$ cat src/rtl/synth_test_pkg.sv
package synth_test_pkg;
   typedef enum logic [1:0] {
      PUMP_TRACK  = 2'd0,
      PUMP_IDLE   = 2'd1,
      PUMP_SINK   = 2'd2,
      PUMP_SOURCE = 2'd3
   } pump_mode_e;

   typedef enum logic [1:0] {
      LOCK_FROM_DET  = 2'd0,
      LOCK_FROM_REF  = 2'd1,
      LOCK_FROM_HALF = 2'd2
   } lock_src_e;

   typedef enum logic [1:0] {
      RSEL_LO  = 2'd0,
      RSEL_MID = 2'd1,
      RSEL_HI  = 2'd2
   } ratio_sel_e;
endpackage

$ cat src/rtl/stc_mode_decode.sv
module stc_mode_decode
   import synth_test_pkg::*;
(
   input  logic [2:0] test_code,
   output pump_mode_e pump_mode,
   output lock_src_e  lock_src
);
   always_comb begin
      pump_mode = PUMP_TRACK;
      lock_src  = LOCK_FROM_DET;
      case (test_code)
         3'b010, 3'b011: pump_mode = PUMP_IDLE;
         3'b110:         pump_mode = PUMP_SINK;
         3'b111:         pump_mode = PUMP_SOURCE;
         3'b100:         lock_src  = LOCK_FROM_REF;
         3'b101:         lock_src  = LOCK_FROM_HALF;
         default: begin
            pump_mode = PUMP_TRACK;
            lock_src  = LOCK_FROM_DET;
         end
      endcase
   end
endmodule

$ cat src/rtl/stc_pump_gate.sv
module stc_pump_gate
   import synth_test_pkg::*;
(
   input  pump_mode_e pump_mode,
   input  logic       pd_up,
   input  logic       pd_dn,
   output logic       pump_up,
   output logic       pump_dn
);
   always_comb begin
      pump_up = 1'b0;
      pump_dn = 1'b0;
      case (pump_mode)
         PUMP_TRACK: begin
            // simultaneous pulses cancel so the enables stay exclusive
            pump_up = pd_up & ~pd_dn;
            pump_dn = pd_dn & ~pd_up;
         end
         PUMP_SINK:   pump_dn = 1'b1;
         PUMP_SOURCE: pump_up = 1'b1;
         default: begin
            pump_up = 1'b0;
            pump_dn = 1'b0;
         end
      endcase
   end
endmodule

$ cat src/rtl/stc_ref_divider.sv
module stc_ref_divider
   import synth_test_pkg::*;
#(
   parameter int RATIO_LO  = 512,
   parameter int RATIO_MID = 640,
   parameter int RATIO_HI  = 1024
) (
   input  logic clk,
   input  logic rst_n,
   input  logic rs_a,
   input  logic rs_b,
   output logic ref_out
);
   localparam int RMAX_LM = (RATIO_LO > RATIO_MID) ? RATIO_LO : RATIO_MID;
   localparam int RMAX    = (RMAX_LM > RATIO_HI) ? RMAX_LM : RATIO_HI;
   localparam int RW      = $clog2(RMAX + 1);

   if ((RATIO_LO % 2) != 0 || (RATIO_MID % 2) != 0 || (RATIO_HI % 2) != 0) begin : g_odd_ratio
      $error("stc_ref_divider: every ratio must be even");
   end
   if (RATIO_LO < 4 || RATIO_MID < 4 || RATIO_HI < 4) begin : g_small_ratio
      $error("stc_ref_divider: every ratio must be at least 4");
   end

   ratio_sel_e      sel;
   logic [RW-1:0]   ratio_sel_val;
   logic [RW-1:0]   ratio_q;
   logic [RW-1:0]   cnt;
   logic [RW-1:0]   cnt_inc;
   logic [RW-1:0]   half_len;
   logic            term;
   logic            ref_q;

   always_comb begin
      case ({rs_b, rs_a})
         2'b11:   sel = RSEL_HI;
         2'b10:   sel = RSEL_LO;
         default: sel = RSEL_MID;
      endcase
   end

   always_comb begin
      case (sel)
         RSEL_LO: ratio_sel_val = RW'(RATIO_LO);
         RSEL_HI: ratio_sel_val = RW'(RATIO_HI);
         default: ratio_sel_val = RW'(RATIO_MID);
      endcase
   end

   assign cnt_inc  = cnt + RW'(1);
   assign half_len = ratio_q >> 1;
   assign term     = (cnt_inc == ratio_q);

   always_ff @(posedge clk or negedge rst_n) begin
      if (!rst_n) begin
         cnt     <= '0;
         ratio_q <= RW'(RATIO_MID);
         ref_q   <= 1'b1;
      end else if (term) begin
         cnt     <= '0;
         ratio_q <= ratio_sel_val;
         ref_q   <= 1'b1;
      end else begin
         cnt     <= cnt_inc;
         ref_q   <= (cnt_inc < half_len);
      end
   end

   assign ref_out = ref_q;


   cnt_in_range_chk: assert property (@(posedge clk) disable iff (!rst_n)
      cnt < ratio_q);

   ref_phase_chk: assert property (@(posedge clk) disable iff (!rst_n)
      ref_q == (cnt < half_len));

   ratio_hold_chk: assert property (@(posedge clk) disable iff (!rst_n)
      !term |=> $stable(ratio_q));
endmodule

$ cat src/rtl/stc_half_rate.sv
module stc_half_rate (
   input  logic clk,
   input  logic rst_n,
   input  logic div_in,
   output logic half_out
);
   logic div_q;
   logic half_q;
   logic div_rise;

   assign div_rise = div_in & ~div_q;

   always_ff @(posedge clk or negedge rst_n) begin
      if (!rst_n) begin
         div_q  <= 1'b0;
         half_q <= 1'b0;
      end else begin
         div_q <= div_in;
         if (div_rise) half_q <= ~half_q;
      end
   end

   assign half_out = half_q;


   half_toggle_chk: assert property (@(posedge clk) disable iff (!rst_n)
      div_rise |=> (half_q != $past(half_q)));

   half_hold_chk: assert property (@(posedge clk) disable iff (!rst_n)
      !div_rise |=> $stable(half_q));
endmodule

$ cat src/rtl/synth_test_ctrl.sv
module synth_test_ctrl
   import synth_test_pkg::*;
#(
   parameter int RATIO_LO  = 512,
   parameter int RATIO_MID = 640,
   parameter int RATIO_HI  = 1024
) (
   input  logic       clk,
   input  logic       rst_n,
   input  logic [2:0] test_code,
   input  logic       rs_a,
   input  logic       rs_b,
   input  logic       pd_up,
   input  logic       pd_dn,
   input  logic       lock_det,
   input  logic       div_in,
   output logic       pump_up,
   output logic       pump_dn,
   output logic       ref_out,
   output logic       lock_out
);
   if (RATIO_LO == RATIO_MID || RATIO_LO == RATIO_HI || RATIO_MID == RATIO_HI) begin : g_dup_ratio
      $error("synth_test_ctrl: the three ratios must differ");
   end

   pump_mode_e pump_mode;
   lock_src_e  lock_src;
   logic       half_sig;

   stc_mode_decode i_decode (
      .test_code (test_code),
      .pump_mode (pump_mode),
      .lock_src  (lock_src)
   );

   stc_pump_gate i_pump (
      .pump_mode (pump_mode),
      .pd_up     (pd_up),
      .pd_dn     (pd_dn),
      .pump_up   (pump_up),
      .pump_dn   (pump_dn)
   );

   stc_ref_divider #(
      .RATIO_LO  (RATIO_LO),
      .RATIO_MID (RATIO_MID),
      .RATIO_HI  (RATIO_HI)
   ) i_refdiv (
      .clk     (clk),
      .rst_n   (rst_n),
      .rs_a    (rs_a),
      .rs_b    (rs_b),
      .ref_out (ref_out)
   );

   stc_half_rate i_half (
      .clk      (clk),
      .rst_n    (rst_n),
      .div_in   (div_in),
      .half_out (half_sig)
   );

   always_comb begin
      case (lock_src)
         LOCK_FROM_REF:  lock_out = ref_out;
         LOCK_FROM_HALF: lock_out = half_sig;
         default:        lock_out = lock_det;
      endcase
   end


   pump_excl_chk: assert property (@(posedge clk) disable iff (!rst_n)
      $onehot0({pump_up, pump_dn}));

   pump_sink_chk: assert property (@(posedge clk) disable iff (!rst_n)
      (test_code == 3'b110) |-> (pump_dn && !pump_up));

   pump_source_chk: assert property (@(posedge clk) disable iff (!rst_n)
      (test_code == 3'b111) |-> (pump_up && !pump_dn));

   pump_off_chk: assert property (@(posedge clk) disable iff (!rst_n)
      (test_code[2:1] == 2'b01) |-> (!pump_up && !pump_dn));

   lock_ref_chk: assert property (@(posedge clk) disable iff (!rst_n)
      (test_code == 3'b100) |-> (lock_out == ref_out));
endmodule

$ cat config.mk
export PLATFORM = sky130hd
export DESIGN_NAME = synth_test_ctrl
export DESIGN_NICKNAME = d
export VERILOG_FILES = /design/src/rtl/synth_test_pkg.sv /design/src/rtl/stc_mode_decode.sv /design/src/rtl/stc_pump_gate.sv /design/src/rtl/stc_ref_divider.sv /design/src/rtl/stc_half_rate.sv /design/src/rtl/synth_test_ctrl.sv
export SDC_FILE = /design/constraint.sdc
export NUM_CORES = 1
export LEC_CHECK = 0
export BUFFER_PORTS_ARGS = -buffer_cell sky130_fd_sc_hd__clkbuf_2
export CELL_PAD_IN_SITES_DETAIL_PLACEMENT = 1
export CELL_PAD_IN_SITES_GLOBAL_PLACEMENT = 2
export CORE_MARGIN = 5
export CORE_UTILIZATION = 40
export CTS_BUF_LIST = sky130_fd_sc_hd__clkbuf_8
export DETAILED_ROUTE_END_ITERATION = 12
export PLACE_DENSITY_LB_ADDON = 0.1
export SLEW_MARGIN = 20
export SYNTH_ARGS = -nofsm -noshare
export SYNTH_HDL_FRONTEND = slang
export SYNTH_SLANG_ARGS = --single-unit
$ cat constraint.sdc
create_clock -name clk -period 4.7 [get_ports clk]
set_input_delay 0.47 -clock clk [delete_from_list [all_inputs] [get_ports clk]]
set_output_delay 0.47 -clock clk [all_outputs]
set_load 0.02 [all_outputs]
=== Yosys cells after proc, flatten, opt, wreduce, memory -nomap -nowiden ===
Index checks and enable logic that the tools add are counted.
Widths: inputs -> output; s select.

* Bits in registers: 25
* Input bits: 11
* Word-level logic and storage cells: 40

* Add/sub/neg operators: 1
* Bitwise logic cells: 7
* Multiplexer cells: 9
* Eq/ne operators: 14
* Order comparisons: 1
* Reductions and logical operators: 3

{| class="wikitable"
|+ Operators by type and width
! cell !! count
|-
| $pmux 11 s2 || 1
|-
| $eq 2x2->1 const B || 6
|-
| $eq 3x3->1 const B || 4
|-
| $add 11x1->11 const B || 1
|-
| $eq 11x11->1 || 1
|-
| $lt 11x10->1 || 1
|-
| $mux 11 || 1
|-
| $pmux 2 s2 || 2
|-
| $eq 3x2->1 const B || 2
|-
| $pmux 1 s2 || 3
|-
| $pmux 2 s3 || 1
|-
| $logic_not 2->1 || 2
|-
| $not 1->1 || 4
|-
| $and 1x1->1 || 3
|-
| $eq 2x1->1 const B || 1
|-
| $reduce_or 2->1 || 1
|-
| $mux 1 || 1
|}

=== Depth between registers and ports, before layout ===
Gate-level depths: netlist of run 1.

* Word-level depth: 5
* Gate-level depth with buffers: 9

=== By module ===
Synthesis of run 1 repeated with hierarchy kept, for this count alone.

* Cell total of the unflattened synthesis: 105
* Area, all modules: 1,118.6 sq um

{| class="wikitable"
|+ By module, submodules not included
! module !! times used !! cells each !! area each (sq um) !! seq. area each (sq um)
|-
| stc_ref_divider || 1 || 79 || 878.3 || 379.1
|-
| stc_half_rate || 1 || 4 || 80.1 || 50.0
|-
| stc_pump_gate || 1 || 10 || 72.6 || 0.0
|-
| synth_test_ctrl || 1 || 7 || 48.8 || 0.0
|-
| stc_mode_decode || 1 || 5 || 38.8 || 0.0
|}

=== Least setup slack after synthesis of run 1 ===
OpenSTA, ideal clock, no wires.

* Path type: reg2reg
* Start point: register i_refdiv.cnt[0]
* End point: register i_refdiv.ratio_q[9]
* Library setup time: 0.082 ns
* Data arrival time: 2.124 ns
* Slack: 2.493 ns
* Required time: 4.618 ns
* Stages on the path, launching flop included: 7
* Cell sequence: dfrtp_1 -> ha_1 -> and4_4 -> a31oi_1 -> or2_4 -> a2111oi_4 -> mux2_4

* Longest elaborated chain between the ends: 2

{| class="wikitable"
|+ Ends and longest elaborated chain
! element !! line !! source
|-
| start, declared || stc_ref_divider.sv:28 || <nowiki>logic [RW-1:0] cnt;</nowiki>
|-
| start signal, assigned || stc_ref_divider.sv:64 || <nowiki>cnt <= cnt_inc;</nowiki>
|-
| $add 11x1->11 || stc_ref_divider.sv:50 || <nowiki>assign cnt_inc = cnt + RW'(1);</nowiki>
|-
| $eq 11x11->1 || stc_ref_divider.sv:52 || <nowiki>assign term = (cnt_inc == ratio_q);</nowiki>
|-
| end signal, assigned || stc_ref_divider.sv:57 || <nowiki>ratio_q <= RW'(RATIO_MID);</nowiki>
|-
| end signal, assigned || stc_ref_divider.sv:61 || <nowiki>ratio_q <= ratio_sel_val;</nowiki>
|-
| end, declared || stc_ref_divider.sv:27 || <nowiki>logic [RW-1:0] ratio_q;</nowiki>
|}

Every way passes these cells.
A chain may end at the register's enable or synchronous reset.

=== Final worst setup path of run 1 ===
Ends and elaborated chain as after synthesis.

==> results of run 1 <==
## critical path: cells and delay by family (launching register included)
family	cells	cell delay (ns)
AOI/OAI and AO/OA	2	0.79
and+or+nand+nor	2	0.50
adders and majority gates	1	0.29
DFF	1	0.45
muxes	1	0.35
## registers in the layout (all words and copies together) (netlist names)
register,flops
i_half.div_q,1
i_refdiv.ref_out,1
i_refdiv.ratio_q,3
i_refdiv.cnt,11
i_half.half_out,1
## power by group
part           internal, mW  switching [mW]  total (mW)  leakage, nW
clock                0.0590          0.0539       0.113       0.0255
sequential            0.151         0.00354       0.155        0.203
combinational        0.0101          0.0127      0.0228        0.315
## synth_stat cells (2+ instances only)
cell type	n	area (µm²)
dfrtp_1	14	350.3
inv_1	11	41.29
xnor2_1	11	96.34
nor2_1	9	33.78
nand2_1	7	26.28
ha_1	5	62.56
nand3_1	5	25.02
xor2_1	4	35.03
dfstp_2	3	78.83
o21ai_0	3	15.01
a22oi_1	2	15.01
and4_1	2	17.52
buf_4	2	15.01
mux2i_1	2	20.02
nand4_1	2	12.51
## final cells by class
class	count	area, µm²	share of cell area
flip-flops and latches	17	429.2	0.3440
multi-input cells	78	621.8	0.4985
well taps	31	38.79	0.03109
repair buffers	14	70.07	0.05617
inverters	11	41.29	0.03310
clock inverters	1	5.005	0.004012
clock buffers	3	41.29	0.03310
## layer usage
layer / routed length (µm) / vias to the layer above
li1: - / 414
met1: 1067 / 409
met2: 1199 / 17
met3: 125 / 7
met4: 68 / 0
met5: 0 / -
## logic make-up after synthesis
group                    after synthesis
AND/OR/NAND/NOR                       36
buffers and inverters                 15
AO/OA/AOI/OAI                         18
flip-flops                            17
adder cells (fa/ha/maj)                5
XOR/XNOR                              16
multiplexers                           3
## worst paths after layout
kind                                 startpoint                  end  cells past startpoint
max in group asynchronous                 rst_n     i_refdiv.ref_out                      1
worst min register to register  i_half.half_out      i_half.half_out                      1
worst min-delay path                      rst_n      i_refdiv.cnt[5]                      1
worst max-delay path            i_refdiv.cnt[0]  i_refdiv.ratio_q[9]                      6
min in group clk                         div_in         i_half.div_q                      1
worst max register to register  i_refdiv.cnt[0]  i_refdiv.ratio_q[9]                      6
## per-stage QoR
step / worst slack (ns) / cell area, µm² / util
floorplan: 2.493 / 1124 / -
global placement: 2.330 / 1201 / 0.4394
detailed placement: 2.270 / 1201 / 0.4394
CTS: 2.251 / 1247 / 0.4563
global route: 2.095 / 1247 / 0.4563
finish: 2.268 / 1247 / 0.4563
==> metrics.yaml, run 1 <==
status:
  status: "completed"
placed_design:
  hpwl_um: 1984
  port_buffers: 14
  placed_cells: 151
  gp_congestion: 0.7893
worst_setup_path:
  path_cells: "ha_1, and4_4, and4_1, o2111ai_2, a2111oi_4, mux2_4"
  cp.required_ns: 4.89
  critPathKind: "flop to flop"
  max_stage_delay_ns: 0.61
  crit_path_end_kind: "flop"
  worst_ep_arrival_time_ns: 2.62
  slowest_stage: "a2111oi_4"
  cp_max_fo: 8
  r2r_slack_ns: 2.27
  cp-start-kind: "flop"
sta:
  fmax_ghz: 0.4111
  period_share: 0.5175
  period_needed_ns: 2.432
  worst_pin_slew_ns: 0.6215
  setup_violations: 0
  hold_ws_ns: 0.1338
  drv_slew: 0
  relSlewSlack: 0.5857
  tns_ns: 0
  clock_skew_ns: 0.0004610
  rsz0062_at_grt: "no"
  hold_violations: 0
drt:
  avgRoutedWirePerCell_um: 15.86
  drt_iter0_markers: 7
  dr.pass1.iters: 4
  viasPerCell: 5.465
  antenna_left: 0
  drc: 0
  wl_um: 2459
  vias: 847
power:
  fin_total_pwr_mw: 0.2905
  irDropWorstVdd_v: 0.0001762
  power_density_nw_per_um2: 232.8
  p_leak_nw: 0.5429
cts:
  htreeDepth: 1
  holdBufCountCts: 0
  cts_buffers: 3
  cts.sink_count: 17
  cts_root_buffer: "clkbuf_8"
  clkLatencyLatePin_ns: 0.26
  cts_buffer_depth: 2
  cts_tree: "built"
  post_cts_buffers: 0
  cts.clk_slew.worst_paths_ns: 0.07
  ctsResizeCount: 0
synth:
  syn_avg_cell_area_um2: 10.21
  synth_compound_area_frac: 0.1403
  synth_area_um2: 1124
  async_flop_share: 1.000
  synth-simple-area-share: 0.1893
  ys_seq_area_frac: 0.3820
  synth-seq-cells: 17
  synth_edf_count: 0
  synth_fa_ha_area_frac: 0.05568
  synthMuxAreaShare: 0.03118
  ys.flop_type: "dfrtp_1"
  synth_fp_nets: 126
  synth_top_family_by_area: "simple AND/OR/NAND/NOR gates"
  synth_xor_area_frac: 0.1370
  synthCells: 110
  netlist-cell-type-count: 43
  synth-warning-count: 0
grt:
  use_met1: 0.1568
  track_usage: 0.1352
  grt.met2_usage: 0.2192
  grt.busiest_layer: "met2"
  grt_pass1_vias: 883
  antenna_found_initial: 0
  grt_max_degree: 18
  grt_pass1_wl_um: 4167
  grt_overflow: 0
  grt_use_met3: 0.04676
finish:
  fill_cells: 313
  area_delta_synth_final_pct: 11.02
  final_cell_mix: "dfrtp_1 (14), clkbuf_2 (14), inv_1 (11), xnor2_1 (11), nor2_1 (9)"
  drive_above_1_share: 0.2581
  num_antenna_cells: 0
  finalNonFillerCells: 155
  final_nets: 141
job:
  drv_cap: 0
floorplan:
  die_w_um: 63
  fp-row-count: 19
  die_h_um: 63
  ios: 15
  core_um2: 2734
  start_util: 0.4110
  die_area_um2: 3969
worst_hold_path:
  hold_class: "input pin to asynchronous set/reset pin"
Note: power is estimated with default switching activity, not from simulation.
==> run 2, diff against run 1 <==
- CORE_UTILIZATION: 40 -> 38
- clock period: 4.7 -> 2.4 ns (I/O delays scaled with it)
==> run 2 against run 1 <==
First-iteration DRC count down 57%. Clock skew rose by 0.0033 ns. Final area grew 3.6%. Critical path depth up 1. Fmax grew 8.0%. Critical path type unchanged.
==> metrics.yaml, run 2 (same netlist as run 1, synthesis figures left out) <==
worst_setup_path:
  r2r-end: "i_refdiv.ratio_q[9]"
  worst_ep_arrival_time_ns: 2.43  # -0.19 ns
  crit_path_end_kind: "flop"
  cp_max_fo: 5  # -3
  cp-start-kind: "flop"
  ff2ff_path_depth: 7  # +1
  critPathKind: "flop to flop"
  r2r_slack_ns: 0.15  # -2.12 ns
  cp.required_ns: 2.58  # -2.31 ns
  r2r_start: "i_refdiv.cnt[0]"
power:
  p_int_mw: 0.4323  # +96%
  power_density_nw_per_um2: 440.3  # +89%
  p_switching_mw: 0.1368  # +95%
  irDropWorstVdd_v: 0.0002539  # +44%
  power.clock.fraction: 0.389  # about the same
  seqPwrFrac: 0.530  # -0.003
  switching_share: 0.2404  # -0.001006
  p_leak_nw: 0.5686  # +4.7%
  comb_power_share: 0.080  # +0.002
drt:
  vias: 858  # +1.3%
  dr.pass1.iters: 4  # unchanged
  antenna_left: 0  # unchanged
  wl_um: 2457  # about the same
  drc: 0  # unchanged
  wl_met1_um: 1032  # -3.3%
  viasPerCell: 5.363  # -1.9%
  met2_length_um: 1270  # +5.9%
  avgRoutedWirePerCell_um: 15.36  # -3.2%
  dr_wl_met3_um: 125  # unchanged
  drt_iter0_markers: 3  # -4
  top_layer: "met4"
worst_hold_path:
  holdCritStartpoint: "div_in"
  worstHoldEndpoint: "i_half.div_q"
  min_path_cells: 1
  hold_class: "input pin to flop"
cts:
  cts_buffers: 3  # unchanged
  htreeDepth: 1  # unchanged
  cts.sink_count: 17  # unchanged
  clkLatencyLatePin_ns: 0.25  # about the same
  cts.clk_slew.worst_paths_ns: 0.07  # about the same
  cts_buffer_depth: 2  # unchanged
  cts_root_buffer: "clkbuf_8"
  cts_tree: "built"
finish:
  finalInstanceArea_um2: 1292  # +3.6%
  regMostFlops: "i_refdiv.cnt"
  final_nets: 146  # +3.5%
  top_regs: "i_refdiv.cnt x11, i_refdiv.ratio_q x3"
  num_antenna_cells: 0  # unchanged
  finalNonFillerCells: 160  # +3.2%
  final_cell_mix: "dfrtp_1 (14), clkbuf_2 (14), inv_1 (11), xnor2_1 (11), nor2_1 (9)"
  drive_above_1_share: 0.2868  # +0.02876
  largest_reg_flops: 11  # unchanged
  area_delta_synth_final_pct: 15.03
  fill_cells: 336  # +7.3%
floorplan:
  die_w_um: 64.38  # +2.2%
  ios: 15  # unchanged
  die_h_um: 64.38  # +2.2%
  core_um2: 2805  # +2.6%
  die_area_um2: 4144  # +4.4%
  fp-row-count: 19  # unchanged
  start_util: 0.4005  # -0.01045
sta:
  relSlewSlack: 0.7015  # +0.1159
  drv_slew: 0  # unchanged
  period_share: 0.9382  # +0.4207
  fmax_ghz: 0.4441  # +8.0%
  hold_violations: 0  # unchanged
  clock_skew_ns: 0.003746  # +0.003286 ns
  rsz0062_at_grt: "no"
  period_needed_ns: 2.252  # -0.1806 ns
  tns_ns: 0  # unchanged
  worst_pin_slew_ns: 0.4430  # -0.1785 ns
  setup_violations: 0  # unchanged
grt:
  grt_max_degree: 18  # unchanged
  grt_overflow: 0  # unchanged
  antenna_found_initial: 0  # unchanged
  grt_pass1_vias: 922  # +4.4%
  track_usage: 0.1308  # -0.004398
  grt_pass1_wl_um: 4236  # +1.7%
job:
  drv_cap: 0  # unchanged
placed_design:
  port_buffers: 14  # unchanged
  gp_congestion: 0.7042  # -11%
  dpl_cell_area_um2: 1224  # +1.9%
  hpwl_um: 1953  # -1.5%
  placed_cells: 154  # +2.0%
status:
  status: "completed"
## run 2: through the flow
step                      utilization  power [mW]  setup WS, ns  hold slack, ns
after floorplan                     -      0.3293        0.1933        -0.05559
after global placement         0.4362      0.3517        0.1003          0.1972
after detailed placement       0.4362      0.3530       0.07519          0.2066
after CTS                      0.4563      0.5775       0.06138          0.1068
after global routing           0.4607      0.5988      0.003645         0.09614
final                          0.4607      0.5691        0.1484          0.1113
## run 2: worst max-delay path by stage
stage | depth (start not counted) | start | endpoint
after floorplan | 6 | i_refdiv.cnt[0] | i_refdiv.ratio_q[9]
after global placement | 7 | i_refdiv.cnt[0] | i_refdiv.ratio_q[10]
after detailed placement | 7 | i_refdiv.cnt[0] | i_refdiv.ratio_q[10]
after CTS | 7 | i_refdiv.cnt[0] | i_refdiv.ratio_q[10]
after global routing | 7 | i_refdiv.cnt[1] | i_refdiv.ratio_q[9]
final | 7 | i_refdiv.cnt[0] | i_refdiv.ratio_q[9]
## run 2: area by class of cell
class	instances	area [µm²]	share of cell area
Tap cell	31	38.79	0.03001
Clock inverter	1	5.005	0.003872
Inverter	11	41.29	0.03195
Timing Repair Buffer	19	110.1	0.08519
Sequential cell	17	429.2	0.3320
Multi-Input combinational cell	78	626.9	0.4850
Clock buffer	3	41.29	0.03195
## run 2: power by group through the flow
stage | logic (mW) | registers, mW | clock network, mW
finish | 0.0457 | 0.302 | 0.222
global route | 0.0523 | 0.302 | 0.244
CTS | 0.0475 | 0.302 | 0.228
detailed placement | 0.0456 | 0.307 | 0
global placement | 0.0439 | 0.308 | 0
floorplan | 0.0228 | 0.307 | 0
## run 2: worst max-delay path: stages (launching register included)
cell	delay, ns
dfrtp_1	0.35
ha_1	0.25
and4_4	0.29
and4_1	0.22
o2111ai_2	0.18
a2111oi_4	0.39
buf_4	0.20
mux2_4	0.30
## run 2: layer usage
layer,track usage,vias up
li1,-,426
met1,0.1484,412
met2,0.2410,16
met3,0.02627,4
met4,0.04749,0
met5,0,-
## run 2: what timing repair did
item,4_1_cts,5_1_grt
hold endpoints to repair,14,0
resized for setup,0,1
endpoints found under the setup margin,0,2
hold buffers,1,0
setup buffers,0,1
==> run 3, diff against run 2 <==
- ABC_AREA: unset -> 1
- CORE_UTILIZATION: 38 -> 33
==> run 3 against run 2 <==
First-iteration DRC count grew to 7.7 times the previous value. Die area grew 13%. Global-route usage grew 1.3 points. Worst hold slack lost 0.0052 ns. Via count grew 19%. Area after synthesis grew 0.45%. Critical path depth grew 5. Sequential power is essentially flat. Critical path type unchanged. Critical endpoint is now i_refdiv.ref_out. Largest power group unchanged.
==> metrics.yaml, run 3 <==
status:
  status: "completed"
sta:
  worst_pin_slew_ns: 0.4614  # +0.01842 ns
  hold_ws_ns: 0.1061  # -0.005182 ns
  hold_violations: 0  # unchanged
  relSlewSlack: 0.6924  # -0.009161
  tns_ns: 0  # unchanged
  clock_skew_ns: 0.001112  # -0.002635 ns
  period_needed_ns: 1.921  # -0.3303 ns
  fmax_ghz: 0.5205  # +17%
  setup_violations: 0  # unchanged
  period_share: 0.8006  # -0.1376
  rsz0062_at_grt: "no"
  worst_slack_ns: 0.4786  # +0.3303 ns
  drv_slew: 0  # unchanged
floorplan:
  die_w_um: 68.48  # +6.4%
  ios: 15  # unchanged
  start_util: 0.3382  # -0.06233
  core_um2: 3337  # +19%
  fp-row-count: 21  # +2
  die_area_um2: 4690  # +13%
  die_h_um: 68.48  # +6.4%
worst_setup_path:
  crit_top_cell: "nand2_1"
  cp_max_fo: 5  # unchanged
  crit_path_end: "i_refdiv.ref_out"
  ff2ff_path_depth: 12  # +5
  slowest_stage: "dfrtp_1"
  max_stage_delay_ns: 0.43  # +0.04 ns
  path_cells: "ha_1, nand2_1, inv_2, nand2_2, nor2_1, nand2_1, nand2_1, inv_1, ha_1, o21ai_0, a21boi_0, o21ai_1"
  cp_num_cells: 12  # +5
  cp-startpoint: "i_refdiv.cnt[0]"
  worst_ep_arrival_time_ns: 2.11  # -0.32 ns
  r2r-end: "i_refdiv.ref_out"
  path_buf_inv: 2  # +1
  r2r_slack_ns: 0.48  # +0.33 ns
  critPathKind: "flop to flop"
  crit_path_end_kind: "flop"
  r2r_start: "i_refdiv.cnt[0]"
  crit_family: "adder cells"
  cp.required_ns: 2.58  # about the same
  cp-start-kind: "flop"
cts:
  post_cts_buffers: 0  # unchanged
  clkLatencyLatePin_ns: 0.25  # about the same
  cts_tree: "built"
  cts.sink_count: 17  # unchanged
  cts_buffer_depth: 2  # unchanged
  htreeDepth: 1  # unchanged
  cts_buffers: 3  # unchanged
  cts.clk_slew.worst_paths_ns: 0.07  # about the same
  cts_root_buffer: "clkbuf_8"
finish:
  final_cell_mix: "nand2_1 (46), inv_1 (31), nor2_1 (22)"
  finalNonFillerCells: 227  # +42%
  seqCellArea_um2: 429.2  # unchanged
  final_common_cell: "nand2_1"
  final_nets: 198  # +36%
  area_delta_synth_final_pct: 16.19
  drive_above_1_share: 0.2155  # -0.07135
  num_antenna_cells: 0  # unchanged
  regMostFlops: "i_refdiv.cnt"
  utilization: 0.3930  # -0.06780
  multi_input_area_um2: 579.3  # -7.6%
  fill_cells: 467  # +39%
  largest_reg_flops: 11  # unchanged
  top_regs: "i_refdiv.cnt x11, i_refdiv.ratio_q x3"
synth:
  synth_fp_nets: 178  # +41%
  synth_most_common_cell: "nand2_1"
  ys_seq_area_frac: 0.3803  # -0.001694
  synthCells: 162  # +47%
  synth_area_leaders: "dfrtp_1 (31%), nand2_1 (15%), inv_1 (10%)"
  synth_common_cells: "nand2_1 (46), inv_1 (30), nor2_1 (22)"
  synth-warning-count: 0  # unchanged
  synth_top_cell_area_share: 0.3104  # -0.001383
  ys.flop_type: "dfrtp_1"
  synth_top_cell_by_area: "dfrtp_1"
  synth_edf_count: 0  # unchanged
  synth-seq-cells: 17  # unchanged
  async_flop_share: 1.000  # unchanged
  synth_area_um2: 1129  # +0.45%
  syn_avg_cell_area_um2: 6.967  # -32%
  netlist-cell-type-count: 23  # -47%
drt:
  viasPerCell: 4.502  # -16%
  avgRoutedWirePerCell_um: 12.40  # -19%
  drt_iter0_markers: 23  # +20
  drc: 0  # unchanged
  antenna_left: 0  # unchanged
  vias: 1022  # +19%
  dr.pass1.iters: 4  # unchanged
  wl_um: 2815  # +15%
grt:
  grt_max_degree: 18  # unchanged
  track_usage: 0.1443  # +0.01347
  grt_overflow: 0  # unchanged
  grt_pass1_vias: 1138  # +23%
  antenna_found_initial: 0  # unchanged
  grt_pass1_wl_um: 4961  # +17%
power:
  power_density_nw_per_um2: 434.8  # -1.2%
  irDropWorstVdd_v: 0.0002349  # -7.5%
  p_leak_nw: 0.7196  # +27%
placed_design:
  gp_congestion: 0.7799  # +11%
  dp_slack_ns: 0.4926  # +0.4175 ns
  placed_cells: 222  # +44%
  port_buffers: 14  # unchanged
  hpwl_um: 2353  # +20%
worst_hold_path:
  hold_class: "input pin to flop"
job:
  drv_cap: 0  # unchanged
## run 3: changes by cell type after synthesis, moves of 6 or more
cell,previous run,this run
nor2_1,9,22
xnor2_1,11,1
nand3_1,5,11
inv_1,11,30
nand2_1,7,46
nand2_2,0,7
## run 3: layer usage
metal / part of all wire / global-route usage / vias up / routed length [µm]
li1: - / - / 528 / -
met1: 0.51 / 0.1940 / 478 / 1423
met2: 0.46 / 0.2288 / 12 / 1290
met3: 0.024 / 0.02135 / 4 / 67
met4: 0.012 / 0.05955 / 0 / 34
met5: 0 / 0 / - / 0
## run 3: kinds of logic after synthesis
family,synth area share
AOI/OAI and AO/OA,0.04878
adders and majority gates,0.05543
xor gates and xnor gates,0.007762
buffers and inverters,0.1064
and+or+nand+nor,0.4013
DFF,0.3803
## run 3: cell type report
type | instances | area share
clock buffers | 3 | 0.03149
clock inverters | 1 | 0.002863
inverters | 32 | 0.09160
multi-input cells | 113 | 0.4418
well taps | 46 | 0.04389
repair buffers | 15 | 0.06107
flip-flops and latches | 17 | 0.3273
## run 3: worst min-delay path by stage
stage	startpoint	end	slack, ns	depth (start not counted)
6_report	div_in	i_half.div_q	0.11	1
5_1_grt	div_in	i_half.div_q	0.1	1
3_5_place_dp	rst_n	i_refdiv.cnt[2]	0.21	1
4_1_cts	div_in	i_half.div_q	0.1	1
3_3_place_gp	rst_n	i_refdiv.cnt[1]	0.21	1
2_1_floorplan	rst_n	i_half.div_q	-0.06	0
## run 3: repair_timing
item / in CTS / in global routing
resized for setup: 0 / 0
hold buffers: 1 / 0
endpoints found under the hold margin: 14 / 0
## run 3: through the flow
stage,cell area [µm²],power [mW]
global placement,1256,0.3530
CTS,1311,0.5792
floorplan,1129,0.3309
detailed placement,1256,0.3559
global route,1311,0.5960
finish,1311,0.5702
## run 3: power by group
group          switching, mW  internal, mW
clock network          0.105         0.114
logic                 0.0269        0.0210
registers            0.00678         0.296
